$ cat config.mk
export PLATFORM = sky130hd
export DESIGN_NAME = uart_frame_tx
export DESIGN_NICKNAME = d
export VERILOG_FILES = /design/src/rtl/uart_tx_pkg.sv /design/src/rtl/uart_tx_parity.sv /design/src/rtl/uart_tx_bitmap.sv /design/src/rtl/uart_tx_ctrl.sv /design/src/rtl/uart_frame_tx.sv
export SDC_FILE = /design/constraint.sdc
export NUM_CORES = 1
export LEC_CHECK = 0
export ABC_CLOCK_PERIOD_IN_PS = 4000
export CAP_MARGIN = 20
export CORE_AREA = 10 10 70 72
export DETAILED_ROUTE_END_ITERATION = 8
export DIE_AREA = 0 0 80 82
export PLACE_DENSITY = 0.81
export SYNTH_ARGS = -nofsm -noshare
export SYNTH_HDL_FRONTEND = slang
export SYNTH_SLANG_ARGS = --single-unit
$ cat constraint.sdc
create_clock -name clk -period 4 [get_ports clk]
set_input_delay 0.4 -clock clk [delete_from_list [all_inputs] [get_ports clk]]
set_output_delay 0.4 -clock clk [all_outputs]
set_load 0.05 [all_outputs]
$ cat src/rtl/uart_tx_pkg.sv
// Shared types and frame-length helpers for the UART frame transmitter.
// Assumes a character of at most 9 bits and a frame of at most 13 bits.
package uart_tx_pkg;
    localparam int DATA_W   = 9;
    localparam int POS_W    = 4;
    localparam int CNT_W    = 4;

    typedef enum logic [1:0] {
        PAR_NONE = 2'b00,
        PAR_EVEN = 2'b01,
        PAR_ODD  = 2'b10,
        PAR_ZERO = 2'b11
    } par_mode_e;

    typedef struct packed {
        logic [1:0] len_sel;
        par_mode_e  par;
        logic       stop2;
        logic       msb_first;
        logic       invert;
    } tx_cfg_t;

    // Number of character bits for a length select code.
    function automatic logic [CNT_W-1:0] char_bits(input logic [1:0] sel);
        case (sel)
            2'b00:   char_bits = CNT_W'(7);
            2'b01:   char_bits = CNT_W'(8);
            default: char_bits = CNT_W'(9);
        endcase
    endfunction

    // Total bit slots in one frame: start + character + parity + stop.
    function automatic logic [POS_W-1:0] frame_bits(input tx_cfg_t c);
        logic [POS_W-1:0] n;
        n = POS_W'(1) + POS_W'(char_bits(c.len_sel));
        if (c.par != PAR_NONE) n = n + POS_W'(1);
        n = n + (c.stop2 ? POS_W'(2) : POS_W'(1));
        frame_bits = n;
    endfunction
endpackage

$ cat src/rtl/uart_tx_parity.sv
// Computes the parity bit over the enabled character bits.
// Assumes data and cfg are the latched frame values (stable for a frame).
module uart_tx_parity
    import uart_tx_pkg::*;
(
    input  logic [DATA_W-1:0] data,
    input  tx_cfg_t           cfg,
    output logic              par_en,
    output logic              par_bit
);
    logic [CNT_W-1:0]  nchar;
    logic [DATA_W-1:0] masked;
    logic              ones_odd;

    assign nchar = char_bits(cfg.len_sel);

    // Keep only the bits that belong to the selected character length.
    for (genvar i = 0; i < DATA_W; i++) begin : g_mask
        assign masked[i] = data[i] & (CNT_W'(i) < nchar);
    end

    assign ones_odd = ^masked;

    // Select the parity bit for the configured mode.
    always_comb begin
        par_en  = (cfg.par != PAR_NONE);
        case (cfg.par)
            PAR_EVEN: par_bit = ones_odd;
            PAR_ODD:  par_bit = ~ones_odd;
            default:  par_bit = 1'b0;
        endcase
    end
endmodule

$ cat src/rtl/uart_tx_bitmap.sv
// Maps a frame position to its line level before polarity inversion.
// Position 0 is the start bit; stop slots fill everything past parity.
module uart_tx_bitmap
    import uart_tx_pkg::*;
(
    input  logic [DATA_W-1:0] data,
    input  tx_cfg_t           cfg,
    input  logic [POS_W-1:0]  pos,
    input  logic              par_en,
    input  logic              par_bit,
    output logic              level
);
    logic [CNT_W-1:0] nchar;
    logic [CNT_W-1:0] dpos;
    logic [CNT_W-1:0] base;
    logic [CNT_W-1:0] idx;

    assign nchar = char_bits(cfg.len_sel);

    // Decode the slot: start, data (ordered), extension, parity or stop.
    always_comb begin
        level = 1'b1;
        dpos  = CNT_W'(pos) - CNT_W'(1);
        base  = (nchar == CNT_W'(7)) ? CNT_W'(7) : CNT_W'(8);
        idx   = cfg.msb_first ? (base - CNT_W'(1) - dpos) : dpos;
        if (pos == '0) begin
            level = 1'b0;
        end else if (CNT_W'(pos) <= nchar) begin
            if (dpos == CNT_W'(8)) level = data[DATA_W-1];
            else                   level = data[idx];
        end else if (par_en && (CNT_W'(pos) == nchar + CNT_W'(1))) begin
            level = par_bit;
        end
    end
endmodule

$ cat src/rtl/uart_tx_ctrl.sv
// Handshake, frame sequencing and the registered line output.
// Assumes bit_tick is a single-cycle pulse; a frame starts on the first
// tick after acceptance so that the start bit lasts a full interval.
module uart_tx_ctrl
    import uart_tx_pkg::*;
(
    input  logic              clk,
    input  logic              rst_n,
    input  logic              bit_tick,
    input  logic              in_valid,
    input  logic [DATA_W-1:0] in_data,
    input  tx_cfg_t           cfg_in,
    input  logic              level,
    output logic              in_ready,
    output logic              busy,
    output logic [DATA_W-1:0] data_q,
    output tx_cfg_t           cfg_q,
    output logic [POS_W-1:0]  pos_nxt,
    output logic              tx_line
);
    typedef enum logic [1:0] {ST_IDLE, ST_ARM, ST_SEND} st_e;

    st_e              state;
    logic [POS_W-1:0] pos_q;
    logic             line_q;
    logic             last;

    assign in_ready = (state == ST_IDLE);
    assign busy     = (state != ST_IDLE);
    assign tx_line  = line_q;
    assign last     = (pos_q == frame_bits(cfg_q) - POS_W'(1));

    // Next slot index whose level the bit map presents.
    always_comb begin
        pos_nxt = (state == ST_SEND) ? pos_q + POS_W'(1) : '0;
    end

    // Frame state, latched word and format, and line register.
    always_ff @(posedge clk) begin
        if (!rst_n) begin
            state  <= ST_IDLE;
            data_q <= '0;
            cfg_q  <= tx_cfg_t'('0);
            pos_q  <= '0;
            line_q <= 1'b1;
        end else begin
            case (state)
                ST_IDLE: begin
                    line_q <= ~cfg_in.invert;
                    if (in_valid) begin
                        data_q <= in_data;
                        cfg_q  <= cfg_in;
                        state  <= ST_ARM;
                    end
                end
                ST_ARM: begin
                    if (bit_tick) begin
                        state  <= ST_SEND;
                        pos_q  <= '0;
                        line_q <= level ^ cfg_q.invert;
                    end
                end
                default: begin
                    if (bit_tick) begin
                        if (last) begin
                            state  <= ST_IDLE;
                            line_q <= ~cfg_q.invert;
                        end else begin
                            pos_q  <= pos_nxt;
                            line_q <= level ^ cfg_q.invert;
                        end
                    end
                end
            endcase
        end
    end


    accept_busy_chk: assert property (@(posedge clk) disable iff (!rst_n)
        (in_valid && in_ready) |=> (busy && !in_ready));

    line_hold_chk: assert property (@(posedge clk) disable iff (!rst_n)
        (busy && !bit_tick) |=> $stable(tx_line));

    start_low_chk: assert property (@(posedge clk) disable iff (!rst_n)
        (state == ST_ARM && bit_tick) |=> (tx_line == cfg_q.invert));

    stop_high_chk: assert property (@(posedge clk) disable iff (!rst_n)
        (state == ST_SEND && last) |-> (tx_line == ~cfg_q.invert));

    pos_range_chk: assert property (@(posedge clk) disable iff (!rst_n)
        (state == ST_SEND) |-> (pos_q < frame_bits(cfg_q)));
endmodule

$ cat src/rtl/uart_frame_tx.sv
// Top of the UART frame transmitter: packs the format inputs, ties the
// sequencer to the parity and bit-map logic. No baud generation inside.
module uart_frame_tx
    import uart_tx_pkg::*;
(
    input  logic       clk,
    input  logic       rst_n,
    input  logic       bit_tick,
    input  logic       in_valid,
    input  logic [8:0] in_data,
    output logic       in_ready,
    input  logic [1:0] cfg_char_len,
    input  logic [1:0] cfg_parity,
    input  logic       cfg_two_stop,
    input  logic       cfg_msb_first,
    input  logic       cfg_line_invert,
    output logic       tx_line,
    output logic       busy
);
    tx_cfg_t           cfg_in;
    tx_cfg_t           cfg_q;
    logic [DATA_W-1:0] data_q;
    logic [POS_W-1:0]  pos_nxt;
    logic              par_en;
    logic              par_bit;
    logic              level;

    assign cfg_in = '{len_sel:   cfg_char_len,
                      par:       par_mode_e'(cfg_parity),
                      stop2:     cfg_two_stop,
                      msb_first: cfg_msb_first,
                      invert:    cfg_line_invert};

    uart_tx_ctrl i_ctrl (
        .clk      (clk),
        .rst_n    (rst_n),
        .bit_tick (bit_tick),
        .in_valid (in_valid),
        .in_data  (in_data),
        .cfg_in   (cfg_in),
        .level    (level),
        .in_ready (in_ready),
        .busy     (busy),
        .data_q   (data_q),
        .cfg_q    (cfg_q),
        .pos_nxt  (pos_nxt),
        .tx_line  (tx_line)
    );

    uart_tx_parity i_par (
        .data    (data_q),
        .cfg     (cfg_q),
        .par_en  (par_en),
        .par_bit (par_bit)
    );

    uart_tx_bitmap i_map (
        .data    (data_q),
        .cfg     (cfg_q),
        .pos     (pos_nxt),
        .par_en  (par_en),
        .par_bit (par_bit),
        .level   (level)
    );


    idle_level_chk: assert property (@(posedge clk) disable iff (!rst_n)
        ($past(rst_n) && $past(!busy)) |-> (tx_line == !$past(cfg_line_invert)));
endmodule

**Word level (Yosys, flattened, before mapping)**

Index checks and enable logic that the tools add are counted.

- Bits in registers: 23
- Word-level logic and storage cells: 93

- Add/sub/neg operators: 8
- Magnitude comparators: 11
- Equal/unequal tests: 12
- Muxes and demuxes: 26
- Bitwise logic cells: 14
- Reductions and logical operators: 13

Operator list:

| kind | count |
|---|---|
| two-way mux 4 bit | 7 |
| less-than comparator 3 x 4 -> 1 bit (first input constant) | 4 |
| one-hot mux 4 bit (2 select lines) | 2 |
| adder 4 x 1 -> 4 bit (second input constant) | 3 |
| subtractor 4 x 1 -> 4 bit (second input constant) | 3 |
| two-way mux 2 bit | 5 |
| AND 1 bit | 9 |
| parity 9 bit | 1 |
| equality test 4 bit | 2 |
| less-than comparator 1 x 4 -> 1 bit (first input constant) | 2 |
| less-than comparator 2 x 4 -> 1 bit (first input constant) | 2 |
| two-way mux 1 bit | 8 |
| equality test 2 x 1 -> 1 bit (second input constant) | 3 |
| != test 2 bit (second input constant) | 3 |
| nonzero test 2 bit | 3 |
| less-than comparator 4 x 5 -> 1 bit (second input constant) | 1 |
| adder 4 bit | 1 |
| binary-select mux 1 bit (select 4 bit) | 1 |
| equality test 2 bit (second input constant) | 2 |
| equality test 4 x 3 -> 1 bit (second input constant) | 1 |
| equality test 4 bit (second input constant) | 1 |
| <= comparator 4 bit | 1 |
| zero test 2 bit | 2 |
| zero test 4 bit | 1 |
| other kinds (11) | 16 |

**Logic depth before layout (Yosys ltp)**

Gate-level depths: netlist of the first run.

- Word-level depth: 16
- Depth in mapped cells: 16
- Depth with buffers taken out: 15

**Cells and area by module**

Synthesis of the first run repeated with hierarchy kept, for this count alone.

- Cells, all modules: 218
- Area total of the unflattened synthesis: 1794.2 um^2

Modules (own cells, without submodules):

| module | instances | cells an instance | area an instance (um^2) | seq. area each (um^2) |
|---|---|---|---|---|
| uart_tx_ctrl | 1 | 145 | 1186.1 | 460.4 |
| uart_tx_bitmap | 1 | 60 | 495.5 | 0.0 |
| uart_tx_parity | 1 | 13 | 112.6 | 0.0 |

**Least setup slack after synthesis of the first run**

No wires, ideal clock.

- Kind: reg-to-reg
- From: register i_ctrl.cfg_q[5] (netlist name)
- To: register i_ctrl.line_q (netlist: i_ctrl.tx_line)
- Library setup time: 0.123 ns
- Data arrival time: 3.123 ns
- Data required time: 3.877 ns
- Setup slack: 0.754 ns
- Stages on the path, launching flop included: 17
- Buffers on the path: 1
- Clock period less this slack: 3.246 ns
- Path through: dfxtp_1 -> or2_1 -> clkbuf_1 -> ha_1 -> mux2i_1 -> ha_1 -> inv_1 -> ha_1 -> inv_1 -> fa_1 -> xnor2_1 -> xnor2_1 -> nand4_1 -> a211oi_1 -> a21oi_1 -> o21ai_0 -> mux2i_1

- Word-level cells in the longest chain between the ends: 16
- Elaborated cells on any way between the ends: 49
- Classes of those cells: 6 x add/sub; 10 x order compare; 4 x eq/ne; 15 x mux; 11 x bitwise; 3 x reduce/logical

Ends and longest elaborated chain:

| element | RTL line | RTL |
|---|---|---|
| equality test 2 x 1 -> 1 bit / zero test 2 bit (equally long branches) | uart_tx_pkg.sv:25 | `case (sel)` |
| one-hot mux 4 bit (2 select lines) (*) | uart_tx_pkg.sv:25 |  |
| equality test 4 x 3 -> 1 bit | uart_tx_bitmap.sv:24 | `base = (nchar == CNT_W'(7)) ? CNT_W'(7) : CNT_W'(8);` |
| two-way mux 4 bit | uart_tx_bitmap.sv:24 |  |
| subtractor 4 x 1 -> 4 bit | uart_tx_bitmap.sv:25 | `idx = cfg.msb_first ? (base - CNT_W'(1) - dpos) : dpos;` |
| subtractor 4 bit | uart_tx_bitmap.sv:25 |  |
| two-way mux 4 bit | uart_tx_bitmap.sv:25 |  |
| binary-select mux 1 bit (select 4 bit) | uart_tx_bitmap.sv:30 | `else level = data[idx];` |
| two-way mux 1 bit (implied by the code) | uart_tx_bitmap.sv:30 |  |
| two-way mux 1 bit | uart_tx_bitmap.sv:29 | `if (dpos == CNT_W'(8)) level = data[DATA_W-1];` |
| two-way mux 1 bit | uart_tx_bitmap.sv:28 | `end else if (CNT_W'(pos) <= nchar) begin` |
| two-way mux 1 bit | uart_tx_bitmap.sv:26 | `if (pos == '0) begin` |
| XOR 1 bit | uart_tx_ctrl.sv:60, uart_tx_ctrl.sv:70 |  |
| two-way mux 1 bit | uart_tx_ctrl.sv:65 | `if (last) begin` |
| two-way mux 1 bit | uart_tx_ctrl.sv:64 | `if (bit_tick) begin` |
| one-hot mux 1 bit (2 select lines) (*) | uart_tx_ctrl.sv:47 | `case (state)` |
| end signal, assigned | uart_tx_ctrl.sv:49 | `line_q <= ~cfg_in.invert;` |
| end signal, assigned | uart_tx_ctrl.sv:60 | `line_q <= level ^ cfg_q.invert;` |
| end signal, assigned | uart_tx_ctrl.sv:70 | `line_q <= level ^ cfg_q.invert;` |
| end, declared | uart_tx_ctrl.sv:25 | `logic line_q;` |

Every way passes the cells marked *; elsewhere a longest branch is shown, timed or not. The select of a mux whose other input is x is not followed.
A chain may end at the register's enable or synchronous reset.

**Final worst setup path of the first run**

- From: register i_ctrl.pos_q[0]
- To: register i_ctrl.line_q (netlist: i_ctrl.tx_line)

- Word-level cells in the longest chain between the ends: 14
- Elaborated cells on any way between the ends: 22
- Classes of those cells: 3 x add/sub; 1 x order compare; 3 x eq/ne; 12 x mux; 1 x bitwise; 2 x reduce/logical

Ends and longest elaborated chain:

| element | RTL line | RTL |
|---|---|---|
| start, declared | uart_tx_ctrl.sv:24 | `logic [POS_W-1:0] pos_q;` |
| start signal, assigned | uart_tx_ctrl.sv:69 | `pos_q <= pos_nxt;` |
| adder 4 x 1 -> 4 bit | uart_tx_ctrl.sv:35 | `pos_nxt = (state == ST_SEND) ? pos_q + POS_W'(1) : '0;` |
| two-way mux 4 bit | uart_tx_ctrl.sv:35 |  |
| subtractor 4 x 1 -> 4 bit | uart_tx_bitmap.sv:23 | `dpos = CNT_W'(pos) - CNT_W'(1);` |
| subtractor 4 bit | uart_tx_bitmap.sv:25 |  |
| two-way mux 4 bit | uart_tx_bitmap.sv:25 |  |
| binary-select mux 1 bit (select 4 bit) | uart_tx_bitmap.sv:30 |  |
| two-way mux 1 bit (implied by the code) | uart_tx_bitmap.sv:30 |  |
| two-way mux 1 bit | uart_tx_bitmap.sv:29 |  |
| two-way mux 1 bit | uart_tx_bitmap.sv:28 |  |
| two-way mux 1 bit | uart_tx_bitmap.sv:26 |  |
| XOR 1 bit | uart_tx_ctrl.sv:60, uart_tx_ctrl.sv:70 |  |
| two-way mux 1 bit | uart_tx_ctrl.sv:65 |  |
| two-way mux 1 bit | uart_tx_ctrl.sv:64 |  |
| one-hot mux 1 bit (2 select lines) (*) | uart_tx_ctrl.sv:47 |  |

Marked as above.

==> impl_results.md, run 1 <==
- Total die area: 6560 µm²
- Hold Buf Count CTS: 0
- CTS clk-pin slew, worst paths: 0.13 ns
- DRT iter0 DRCs: 63
- Setup tns final: 0 ns
- Setup Viol. Count Final: 0
- Clk_lat worst skew: 0.32 ns
- Core area: 3580 µm²
- Dpl hpwl: 3.37 mm
- Ranking of synthesized cells by area: dfxtp_1 24%, ha_1 9.8%, nand2_1 8.6%, xnor2_1 6.8%, mux2i_1 6.3%
- Maximum VDD drop: 183 µV
- Crit end category: register
- Final period util: 0.877
- Share of cells above drive strength 1: 0.0516
- Hold path depth: 2
- Port Buf Inserts: 22
- Area fraction of the dominant cell type after synthesis: 0.240
- Area growth, synth to finish: 13.6%
- Final net count: 290
- Lkg Pwr: 0.845 nW
- Fillers: 336
- Max frequency: 0.285 GHz
- Unique masters post-synth: 49
- Fin. Hold Viols: 0
- Pin count of the biggest net entering global routing: 26
- CTS Buffer Depth: 2
- Cell Rows: 22
- Post-synthesis simple-gate area fraction: 0.214
- Seq/Total Area, Yosys: 0.240
- Pint: 391 µW
- Total gr overflow: 0
- Root buffer cell: clkbuf_4
- Relative slew margins: 0.526
- Max H-tree Level: 1
- R2R cell count: 12
- Syn avg cell area: 8.21 µm²
- Max Clock Skew: 0.00751 ns
- #FFs+latches synth: 23
- Clk pwr share: 0.188
- Drt first pass iters: 4
- RSZ-0062 raised after global routing: no
- Hold WC Path Type: register to register
- Sw Share: 0.347
- Vias per cell: 5.43
- Syn nets: 271
- Layer with the highest usage: met2
- PostCTS Resize Cnt: 0
- Slew Limit Fails: 0
- YS warnings: 0
- Global Route Usage Sum: 0.133
- Gate Count Post-Synth: 234
- Worst Path Max Fanout: 7
- Drt wl/cell: 14.0 µm
- Status: finished clean
- Antenna cells: 0
- M2 GR Usage: 0.229
- GRT met3 Usage: 0.00983
- Cell Pwr Density: 274 nW/µm²
- Placed inst area: 2160 µm²
- Gpl congestion: 0.898
- FFs w/ async S/R, synth: 0
- R2R setup slack: 0.49 ns
- Adder-Cell Fraction of Synth Area: 0.118
- Largest family of logic cells by synthesized area: simple AND/OR/NAND/NOR gates
- Post-synthesis mux area share: 0.0762
- Most used DFF post-synth: dfxtp_1
- Design area: 2180 µm²
- Die Ht: 82 µm
- Total number of vias: 1629
- CTS tree: yes
- Vias in the first global route: 1575
- Sink Count: 23
- Synth Area in XOR/XNOR: 0.105
- Setup bufs post-CTS: 0
- Kind of critical path: register to register
- Logic pwr share: 0.378
- Leading area contributor after synthesis: dfxtp_1
- Synth Area in Compound Gates: 0.182
- Share of power burned in registers: 0.434
- Actual slew at the worst max-slew pin: 0.709 ns
- Initial core utilization: 0.537
- Post-route ant nets: 0
- First-pass GRT wire length: 7.19 mm
- Number of enable flip-flop cells after synthesis: 0
- Switching pwr: 208 µW
- Io pins: 23
- Die width: 80 µm
- Final period demand of the worst path: 3.51 ns
- Req. time, crit path: 4.27 ns
- Max-cap violation count: 0
- # DRC: 0
- WL final: 4.19 mm
- Initial antenna violation count: 0
- Startpoint types: register
- Num CTS Buffers: 3
- Cell area after synthesis: 1920 µm²
- Worst EP arrival: 3.77 ns
- Met1 usage in global routing: 0.171
[state kept, by name, indices dropped and copies added (netlist names)]
signal and cells:
i_ctrl.data_q 9, i_ctrl.cfg_q 7, i_ctrl.tx_line 1, i_ctrl.pos_q 4, i_ctrl.state 2
[power groups by stage]
stage,clock (mW),sequential (mW),combinational [mW]
after CTS,0.112,0.260,0.228
after global routing,0.122,0.264,0.250
after detailed placement,0,0.265,0.227
final,0.112,0.260,0.227
after global placement,0,0.265,0.220
after floorplan,0,0.263,0.171
[per-layer routing]
metal / part of all wire / wire length [µm]
met5: 0 / 0
met4: 0.015 / 64
met3: 0.044 / 184
met2: 0.49 / 2050
met1: 0.45 / 1890
[logic make-up (layout without fill, tap and decap cells)]
family | count (synthesis) | after routing
and+or+nand+nor | 83 | 83
AOI/OAI and AO/OA | 51 | 51
buffers and inverters | 28 | 46
DFF | 23 | 23
xor gates and xnor gates | 19 | 19
adders and majority gates | 17 | 17
muxes | 13 | 13
[final timing paths]
path	to	start
max	i_ctrl.tx_line	i_ctrl.pos_q[0]
min	i_ctrl.cfg_q[3]	i_ctrl.cfg_q[3]
max reg2reg	i_ctrl.tx_line	i_ctrl.pos_q[0]
min reg2reg	i_ctrl.cfg_q[3]	i_ctrl.cfg_q[3]
[cell type report]
class / count / area (µm²) / share of cell area
clock buffer: 4 / 26.3 / 0.0120
inverter: 19 / 73.8 / 0.0338
multi-input combinational: 183 / 1340 / 0.611
sequential: 23 / 460 / 0.211
tap: 48 / 60.1 / 0.0275
timing repair buffer: 23 / 228 / 0.104
[stage by stage]
stage / utilization / power (mW) / setup slack [ns] / hold slack [ns] / std cells
finish: 0.610 / 0.599 / 0.492 / 0.493 / 300
global route: 0.610 / 0.635 / 0.125 / 0.533 / 300
CTS: 0.610 / 0.600 / 0.490 / 0.498 / 300
detailed placement: 0.603 / 0.492 / 0.519 / 0.480 / 296
global placement: 0.603 / 0.485 / 0.628 / 0.477 / 296
floorplan: - / 0.434 / 0.754 / 0.454 / 234
[placed cells by master (no fill, tap or decap), types with 2 or more instances in the layout]
cell type / instances
a21boi_0: 16
a21oi_1: 12
a31oi_1: 2
and2_1: 2
clkbuf_4: 3
clkdlybuf4s50_1: 22
dfxtp_1: 23
fa_1: 2
ha_1: 15
inv_1: 18
mux2i_1: 12
nand2_1: 44
nand2b_1: 2
nand3_1: 4
nand4_1: 4
nor2_1: 6
nor2b_1: 5
nor3_1: 5
nor3b_1: 2
o21ai_0: 7
o21ai_1: 2
xnor2_1: 15
xnor3_1: 2
[worst max-delay path, stage by stage (launching register included)]
cell       delay, ns
dfxtp_1         0.40
ha_1            0.38
nand2_1         0.12
ha_1            0.33
inv_1           0.07
fa_1            0.40
or3_2           0.41
a21oi_1         0.16
xnor3_1         0.27
a2111oi_0       0.38
mux2i_1         0.13
a31oi_1         0.22
mux2i_1         0.19
[synth_stat cells (all sizes together), types with 4 or more instances]
master   n
a21boi  16
a21oi   12
clkbuf   7
dfxtp   23
ha      15
inv     19
mux2i   12
nand2   44
nand3    4
nand4    4
nor2     7
nor2b    6
nor3     5
o21ai    9
xnor2   16
Note: power is estimated with default switching activity, not from simulation.
==> run 2, diff against run 1 <==
--- a/config.mk
+++ b/config.mk
@@ -6,11 +6,13 @@
 export NUM_CORES = 1
 export LEC_CHECK = 0
 export ABC_CLOCK_PERIOD_IN_PS = 4000
-export CAP_MARGIN = 20
-export CORE_AREA = 10 10 70 72
+export CAP_MARGIN = 0
+export CORE_AREA = 10 10 69 71
 export DETAILED_ROUTE_END_ITERATION = 8
-export DIE_AREA = 0 0 80 82
-export PLACE_DENSITY = 0.81
+export DIE_AREA = 0 0 79 81
+export PLACE_DENSITY = 0.79
+export RECOVER_POWER = 50
 export SYNTH_ARGS = -nofsm -noshare
 export SYNTH_HDL_FRONTEND = slang
+export SYNTH_HIERARCHICAL = 1
 export SYNTH_SLANG_ARGS = --single-unit
==> impl_results.md, run 2 <==
- Status: finished clean
- Sink Count: 23 (unchanged)
- Port Buf Inserts: 22 (unchanged)
- Clk_lat worst skew: 0.31 ns (about the same)
- # DRC: 0 (unchanged)
- PostCTS Resize Cnt: 0 (unchanged)
- GRT met3 Usage: 0.0243 (+0.0145)
- Commonest non-fill, non-tap cell in the layout: nand2_1
- Cell Rows: 22 (unchanged)
- Worst EP arrival: 3.73 ns (-0.04 ns)
- M2 GR Usage: 0.220 (-0.00850)
- Num CTS Buffers: 3 (unchanged)
- Drt wl/cell: 13.6 µm (-2.9%)
- Max frequency: 0.281 GHz (-1.6%)
- Drt first pass iters: 4 (unchanged)
- FFs w/ async S/R, synth: 0 (unchanged)
- Global Route Usage Sum: 0.126 (-0.00765)
- Area fraction of the dominant cell type after synthesis: 0.257 (+0.0170)
- Most used DFF post-synth: dfxtp_1
- WL final: 3.90 mm (-6.8%)
- Relative slew margins: 0.384 (-0.142)
- Crit path buf inv count: 3 (+2)
- Final net count: 274 (-5.5%)
- Total chip power: 616 µW (+2.8%)
- Maximum VDD drop: 181 µV (-0.81%)
- Share of cells above drive strength 1: 0.0667 (+0.0151)
- Max Clock Skew: 0.00269 ns (-0.00482 ns)
- Crit-path slowest cell: dfxtp_1
- Die Ht: 81 µm (-1.2%)
- Io pins: 23 (unchanged)
- YS warnings: 6 (+6)
- Leading area contributor after synthesis: dfxtp_1
- Fin. Hold Viols: 0 (unchanged)
- DRT iter0 DRCs: 63 (unchanged)
- Hold WC Path Type: register to register
- Syn nets: 251 (-7.4%)
- Slowest stage delay, CP: 0.41 ns (about the same)
- Hold Buf Count CTS: 0 (unchanged)
- Req. time, crit path: 4.17 ns (-0.10 ns)
- Total number of vias: 1525 (-6.4%)
- Root buffer cell: clkbuf_4
- Total gr overflow: 0 (unchanged)
- Syn avg cell area: 8.23 µm² (+0.21%)
- Post-route ant nets: 0 (unchanged)
- Gpl congestion: 0.891 (-0.71%)
- Layer with the highest usage: met2
- Cell Pwr Density: 297 nW/µm² (+8.2%)
- Cell area after synthesis: 1790 µm² (-6.6%)
- Setup tns final: 0 ns (unchanged)
- CP delay by family, top: adder cells
- CTS clk-pin slew, worst paths: 0.13 ns (about the same)
- Biggest register: i_ctrl/data_q
- R2R setup slack: 0.44 ns (-0.06 ns)
- Unique masters post-synth: 52 (+6.1%)
- Gate Count Post-Synth: 218 (-6.8%)
- First-pass GRT wire length: 6.71 mm (-6.6%)
- Initial core utilization: 0.509 (-0.0278)
- Critical Path, Cell by Cell: ha_1 > inv_1 > nor2_1 > inv_1 > ha_1 > xnor2_1 > ha_1 > nand2_1 > o21ai_0 > mux4_1 > mux2i_1 > or3b_1 > nand4_1 > and3_1 > inv_1 > o21ai_0 > o31ai_1 > a31oi_1
- Pin count of the biggest net entering global routing: 26 (unchanged)
- Seq/Total Area, Yosys: 0.257 (+0.0170)
- Total die area: 6400 µm² (-2.5%)
- Antenna cells: 0 (unchanged)
- R2R cell count: 18 (+6)
- Commonest cells after routing, fill and taps aside: 41 x nand2_1, 23 x dfxtp_1, 22 x clkdlybuf4s50_1, 16 x a21boi_0, 13 x inv_1
- #FFs+latches synth: 23 (unchanged)
- Final period util: 0.891 (+0.0139)
- Lkg Pwr: 0.844 nW (-0.17%)
- Area growth, synth to finish: 15.6%
- Stages on the worst setup path: 18 (+6)
- CTS tree: yes
- Vias per cell: 5.30 (-2.5%)
- Final hold slack: 0.488 ns (-0.00544 ns)
- Met1 usage in global routing: 0.153 (-0.0185)
- Largest registers: i_ctrl/data_q: 9 flops, i_ctrl/cfg_q: 7 flops, i_ctrl/pos_q: 4 flops
- Crit end category: register
- Kind of critical path: register to register
- Initial antenna violation count: 0 (unchanged)
- Number of enable flip-flop cells after synthesis: 0 (unchanged)
- Slew Limit Fails: 0 (unchanged)
- Startpoint types: register
- RSZ-0062 raised after global routing: no
- Max H-tree Level: 1 (unchanged)
- Vias in the first global route: 1520 (-3.5%)
- Hold path depth: 2 (unchanged)
- Most common cell in the synthesized netlist: nand2_1
- Ranking of synthesized cells by area: dfxtp_1 26%, nand2_1 8.6%, ha_1 8.4%, a21boi_0 6.7%, xnor2_1 4.9%
- Actual slew at the worst max-slew pin: 0.923 ns (+0.214 ns)
- Die width: 79 µm (-1.3%)
- Setup Viol. Count Final: 0 (unchanged)
- CTS Buffer Depth: 2 (unchanged)
- Worst Path Max Fanout: 7 (unchanged)
- Setup bufs post-CTS: 0 (unchanged)
- Max-cap violation count: 0 (unchanged)
- Most frequent cells after synthesis: 41 x nand2_1, 23 x dfxtp_1, 16 x a21boi_0, 13 x inv_1, 12 x ha_1
- Core area: 3520 µm² (-1.5%)
- Largest register FFs: 9 (unchanged)
- Final period demand of the worst path: 3.56 ns (+0.0557 ns)
- Dpl hpwl: 3.13 mm (-6.9%)
==> run 2: cell types whose count changed in the layout (fill, tap and decap cells not counted), moves of 3 or more <==
| cell | before | now |
|---|---|---|
| xor2_1 | 1 | 7 |
| mux2i_1 | 12 | 4 |
| ha_1 | 15 | 12 |
| a21oi_1 | 12 | 5 |
| or2_2 | 0 | 3 |
| nand2b_1 | 2 | 5 |
| xnor2_1 | 15 | 10 |
| nor3_1 | 5 | 2 |
| inv_1 | 18 | 13 |
| nor2_1 | 6 | 12 |
| nand2_1 | 44 | 41 |
==> run 2: worst register-to-register path, stage by stage (launching register included) <==
cell and delay (ns):
dfxtp_1 0.41, ha_1 0.31, inv_1 0.04, nor2_1 0.12, inv_1 0.08, ha_1 0.33
xnor2_1 0.15, ha_1 0.30, nand2_1 0.05, o21ai_0 0.14, mux4_1 0.36, mux2i_1 0.19
or3b_1 0.14, nand4_1 0.08, and3_1 0.22, inv_1 0.07, o21ai_0 0.07, o31ai_1 0.26
a31oi_1 0.11
==> run 2: kinds of logic after synthesis <==
kind of cell	after synthesis	share of synthesized area
compound gates	47	0.186
xor+xnor	19	0.105
simple gates	87	0.248
mux	6	0.0516
flops	23	0.257
other cells	1	0.00209
fa+ha+maj	13	0.0948
buf+inv	22	0.0572
==> run 2: per-layer routing <==
metal	share of wire	wire (µm)
met5	0	0
met4	0.0097	38
met3	0.033	129
met2	0.48	1860
met1	0.48	1870
==> run 2: final timing paths <==
| kind | startpoint | to |
|---|---|---|
| max | i_ctrl/pos_q[0] | i_ctrl/tx_line |
| min | i_ctrl/data_q[1] | i_ctrl/data_q[1] |
| max reg2reg | i_ctrl/pos_q[0] | i_ctrl/tx_line |
| min reg2reg | i_ctrl/data_q[1] | i_ctrl/data_q[1] |
==> run 2: final cells by class <==
class / count / area (µm²)
Tap cell: 48 / 60.1
Multi-Input combinational cell: 173 / 1220
Sequential cell: 23 / 460
Timing Repair Buffer: 26 / 246
Fill cell: 359 / 1450
Clock buffer: 4 / 26.3
Inverter: 14 / 57.6
==> run 2: through the flow <==
stage / utilization / area (µm²) / setup slack, ns / std cells
6_report: 0.589 / 2070 / 0.437 / 288
5_1_grt: 0.589 / 2070 / 0.0846 / 288
4_1_cts: 0.592 / 2090 / 0.418 / 288
3_5_place_dp: 0.585 / 2060 / 0.435 / 284
3_3_place_gp: 0.585 / 2060 / 0.616 / 284
2_1_floorplan: - / 1790 / 0.502 / 218
==> run 2: power by group <==
part           switching, mW  leakage, nW  total [mW]  internal, mW
Clock                 0.0692       0.0150       0.108        0.0389
Combinational          0.129        0.640       0.241         0.112
Sequential            0.0202        0.189       0.267         0.247
Total                  0.219        0.844       0.616         0.397
==> run 3, diff against run 2 <==
--- a/config.mk
+++ b/config.mk
@@ -5,12 +5,13 @@
 export SDC_FILE = /design/constraint.sdc
 export NUM_CORES = 1
 export LEC_CHECK = 0
-export ABC_CLOCK_PERIOD_IN_PS = 4000
+export ABC_CLOCK_PERIOD_IN_PS = 2900
 export CAP_MARGIN = 0
-export CORE_AREA = 10 10 69 71
+export CORE_AREA = 10 10 78 80
 export DETAILED_ROUTE_END_ITERATION = 8
-export DIE_AREA = 0 0 79 81
-export PLACE_DENSITY = 0.79
+export DIE_AREA = 0 0 88 90
+export GPL_ROUTABILITY_DRIVEN = 1
+export PLACE_DENSITY = 0.65
 export RECOVER_POWER = 50
 export SYNTH_ARGS = -nofsm -noshare
 export SYNTH_HDL_FRONTEND = slang
==> constraint.sdc (replaced) <==
create_clock -name clk -period 2.9 [get_ports clk]
set_input_delay 0.29 -clock clk [delete_from_list [all_inputs] [get_ports clk]]
set_output_delay 0.29 -clock clk [all_outputs]
set_load 0.05 [all_outputs]
==> impl_results.md, run 3 (synthesis gave the netlist of run 2 again) <==
- CTS clk-pin slew, worst paths: 0.08 ns (-0.05 ns)
- Setup ws final: -0.310 ns (-0.746 ns)
- CTS Buffer Depth: 2 (unchanged)
- Hold WC Path Type: register to register
- Req. time, crit path: 3.10 ns (-1.07 ns)
- Cell Pwr Density: 415 nW/µm² (+40%)
- Final period demand of the worst path: 3.21 ns (-0.354 ns)
- Maximum VDD drop: 212 µV (+17%)
- Global Route Usage Sum: 0.107 (-0.0187)
- Total chip power: 957 µW (+55%)
- Kind of critical path: register to register
- CP delay by family, top: simple AND/OR/NAND/NOR gates
- Post-route ant nets: 0 (unchanged)
- Vias in the first global route: 1622 (+6.7%)
- Cell Rows: 25 (+14%)
- Final period util: 1.11 (+0.216)
- Relative slew margins: 0.357 (-0.0269)
- Clk_lat worst skew: 0.27 ns (-0.04 ns)
- Largest register FFs: 9 (unchanged)
- Placed cell count: 304 (+7.0%)
- DRT iter0 DRCs: 62 (-1.6%)
- Pin count of the biggest net entering global routing: 26 (unchanged)
- Initial antenna violation count: 0 (unchanged)
- Initial core utilization: 0.390 (-0.119)
- Num CTS Buffers: 3 (unchanged)
- # DRC: 0 (unchanged)
- Io pins: 23 (unchanged)
- First-pass GRT wire length: 7.06 mm (+5.1%)
- Core area: 4600 µm² (+31%)
- Non-filler cells, final: 308 (+6.9%)
- Lkg Pwr: 0.915 nW (+8.5%)
- Final hold slack: 0.490 ns (+0.00190 ns)
- Startpoint types: register
- Fin. Hold Viols: 0 (unchanged)
- Status: finished with violations
- Hold Buf Count CTS: 0 (unchanged)
- Sink Count: 23 (unchanged)
- RSZ-0062 raised after global routing: yes
- Commonest non-fill, non-tap cell in the layout: nand2_1
- Share of cells above drive strength 1: 0.217 (+0.150)
- Biggest register: i_ctrl/data_q
- Gpl congestion: 0.820 (-7.9%)
- Setup Viol. Count Final: 1 (+1)
- Crit path buf inv count: 2 (-1)
- Setup bufs post-CTS: 0 (unchanged)
- Total die area: 7920 µm² (+24%)
- Max Clock Skew: 0.00405 ns (+0.00136 ns)
- Final net count: 288 (+5.1%)
- Max-cap violation count: 0 (unchanged)
- WL final: 4.14 mm (+6.0%)
- Root buffer cell: clkbuf_8
- Total number of vias: 1576 (+3.3%)
- Slowest stage delay, CP: 0.36 ns (-0.05 ns)
- Fillers: 422 (+18%)
- Actual slew at the worst max-slew pin: 0.963 ns (+0.0403 ns)
- Max H-tree Level: 1 (unchanged)
- Crit end category: register
- Crit-path slowest cell: dfxtp_4
- Commonest cells after routing, fill and taps aside: 41 x nand2_1, 21 x clkdlybuf4s50_1, 20 x dfxtp_1, 18 x buf_4, 16 x a21boi_0
- Total gr overflow: 0 (unchanged)
- Port Buf Inserts: 22 (unchanged)
- Area growth, synth to finish: 28.6%
- Critical Path, Cell by Cell: ha_4 > inv_2 > nor2_4 > inv_2 > ha_4 > xnor2_2 > ha_1 > nand2_1 > o21ai_2 > mux4_2 > mux2i_2 > or3b_1 > nand4_1 > and3_4 > nor3b_1 > mux2i_1 > a31oi_1
- Worst EP arrival: 3.40 ns (-0.33 ns)
- Drt first pass iters: 4 (unchanged)
- Largest registers: i_ctrl/data_q: 9 flops, i_ctrl/cfg_q: 7 flops, i_ctrl/pos_q: 4 flops
- Multi-input gate area: 1320 µm² (+7.5%)
- Slew Limit Fails: 0 (unchanged)
- Worst Path Max Fanout: 3 (-4)
- Dpl hpwl: 3.20 mm (+2.0%)
- Drt wl/cell: 13.4 µm (-0.86%)
- Vias per cell: 5.12 (-3.4%)
- CTS tree: yes
- Register area: 467 µm² (+1.4%)
- Failing checks: setup timing
- Die Ht: 90 µm (+11%)
- Antenna cells: 0 (unchanged)
- Max frequency: 0.312 GHz (+11%)
- Die width: 88 µm (+11%)
- Placement Setup Slack: -0.191 ns (-0.626 ns)
==> run 3: cell types whose count changed in the layout (fill, tap and decap cells not counted), moves of 3 or more <==
cell / change
nor2_4: +3
nor2_1: -3
inv_2: +4
o21ai_2: +3
buf_4: +15
clkbuf_8: +3
clkbuf_4: -3
dfxtp_1: -3
inv_1: -4
==> run 3: routing by layer <==
| metal | routed length [µm] | GRT usage | vias up |
|---|---|---|---|
| li1 | - | - | 813 |
| met2 | 1920 | 0.177 | 21 |
| met1 | 1980 | 0.129 | 737 |
| met3 | 193 | 0.0298 | 5 |
| met4 | 47 | 0.0319 | 0 |
| met5 | 0 | 0 | - |
==> run 3: worst paths after layout <==
kind                        start  slack (ns)  cells past startpoint               to
setup / recovery  i_ctrl/pos_q[0]       -0.31                     17   i_ctrl/tx_line
hold / removal    i_ctrl/cfg_q[2]        0.49                      2  i_ctrl/cfg_q[2]
setup reg to reg  i_ctrl/pos_q[0]       -0.31                     17   i_ctrl/tx_line
hold reg to reg   i_ctrl/cfg_q[2]        0.49                      2  i_ctrl/cfg_q[2]
==> run 3: final cells by class <==
class | count | share of cell area
multi-input combinational | 173 | 0.570
sequential | 23 | 0.202
clock buffer | 4 | 0.0195
inverter | 14 | 0.0249
tap | 54 | 0.0293
timing repair buffer | 40 | 0.154
==> run 3: per-stage QoR <==
step,TNS [ns],util,cell area (µm²)
2_1_floorplan,-0.104,-,1860
3_3_place_gp,-0.115,0.486,2230
3_5_place_dp,-0.191,0.486,2230
4_1_cts,-0.216,0.496,2280
5_1_grt,-0.420,0.502,2310
6_report,-0.310,0.502,2310
==> run 3: power by group <==
part / total [mW] / leakage [nW] / switching [mW] / internal, mW
logic: 0.390 / 0.702 / 0.204 / 0.186
registers: 0.362 / 0.190 / 0.0216 / 0.340
clock network: 0.205 / 0.0228 / 0.107 / 0.0983
==> run 3: repair_timing <==
action / in CTS / in global routing
endpoints found under the setup margin: 1 / 3
pin swaps: 0 / 10
resized for setup: 0 / 9
==> run 3: worst reg2reg max path, cell delays in order (launching register included) <==
cell and delay, ns:
dfxtp_4 0.36, ha_4 0.26, inv_2 0.04, nor2_4 0.10, inv_2 0.05, ha_4 0.22
xnor2_2 0.13, ha_1 0.31, nand2_1 0.06, o21ai_2 0.09, mux4_2 0.36, mux2i_2 0.20
or3b_1 0.14, nand4_1 0.07, and3_4 0.20, nor3b_1 0.25, mux2i_1 0.12, a31oi_1 0.18
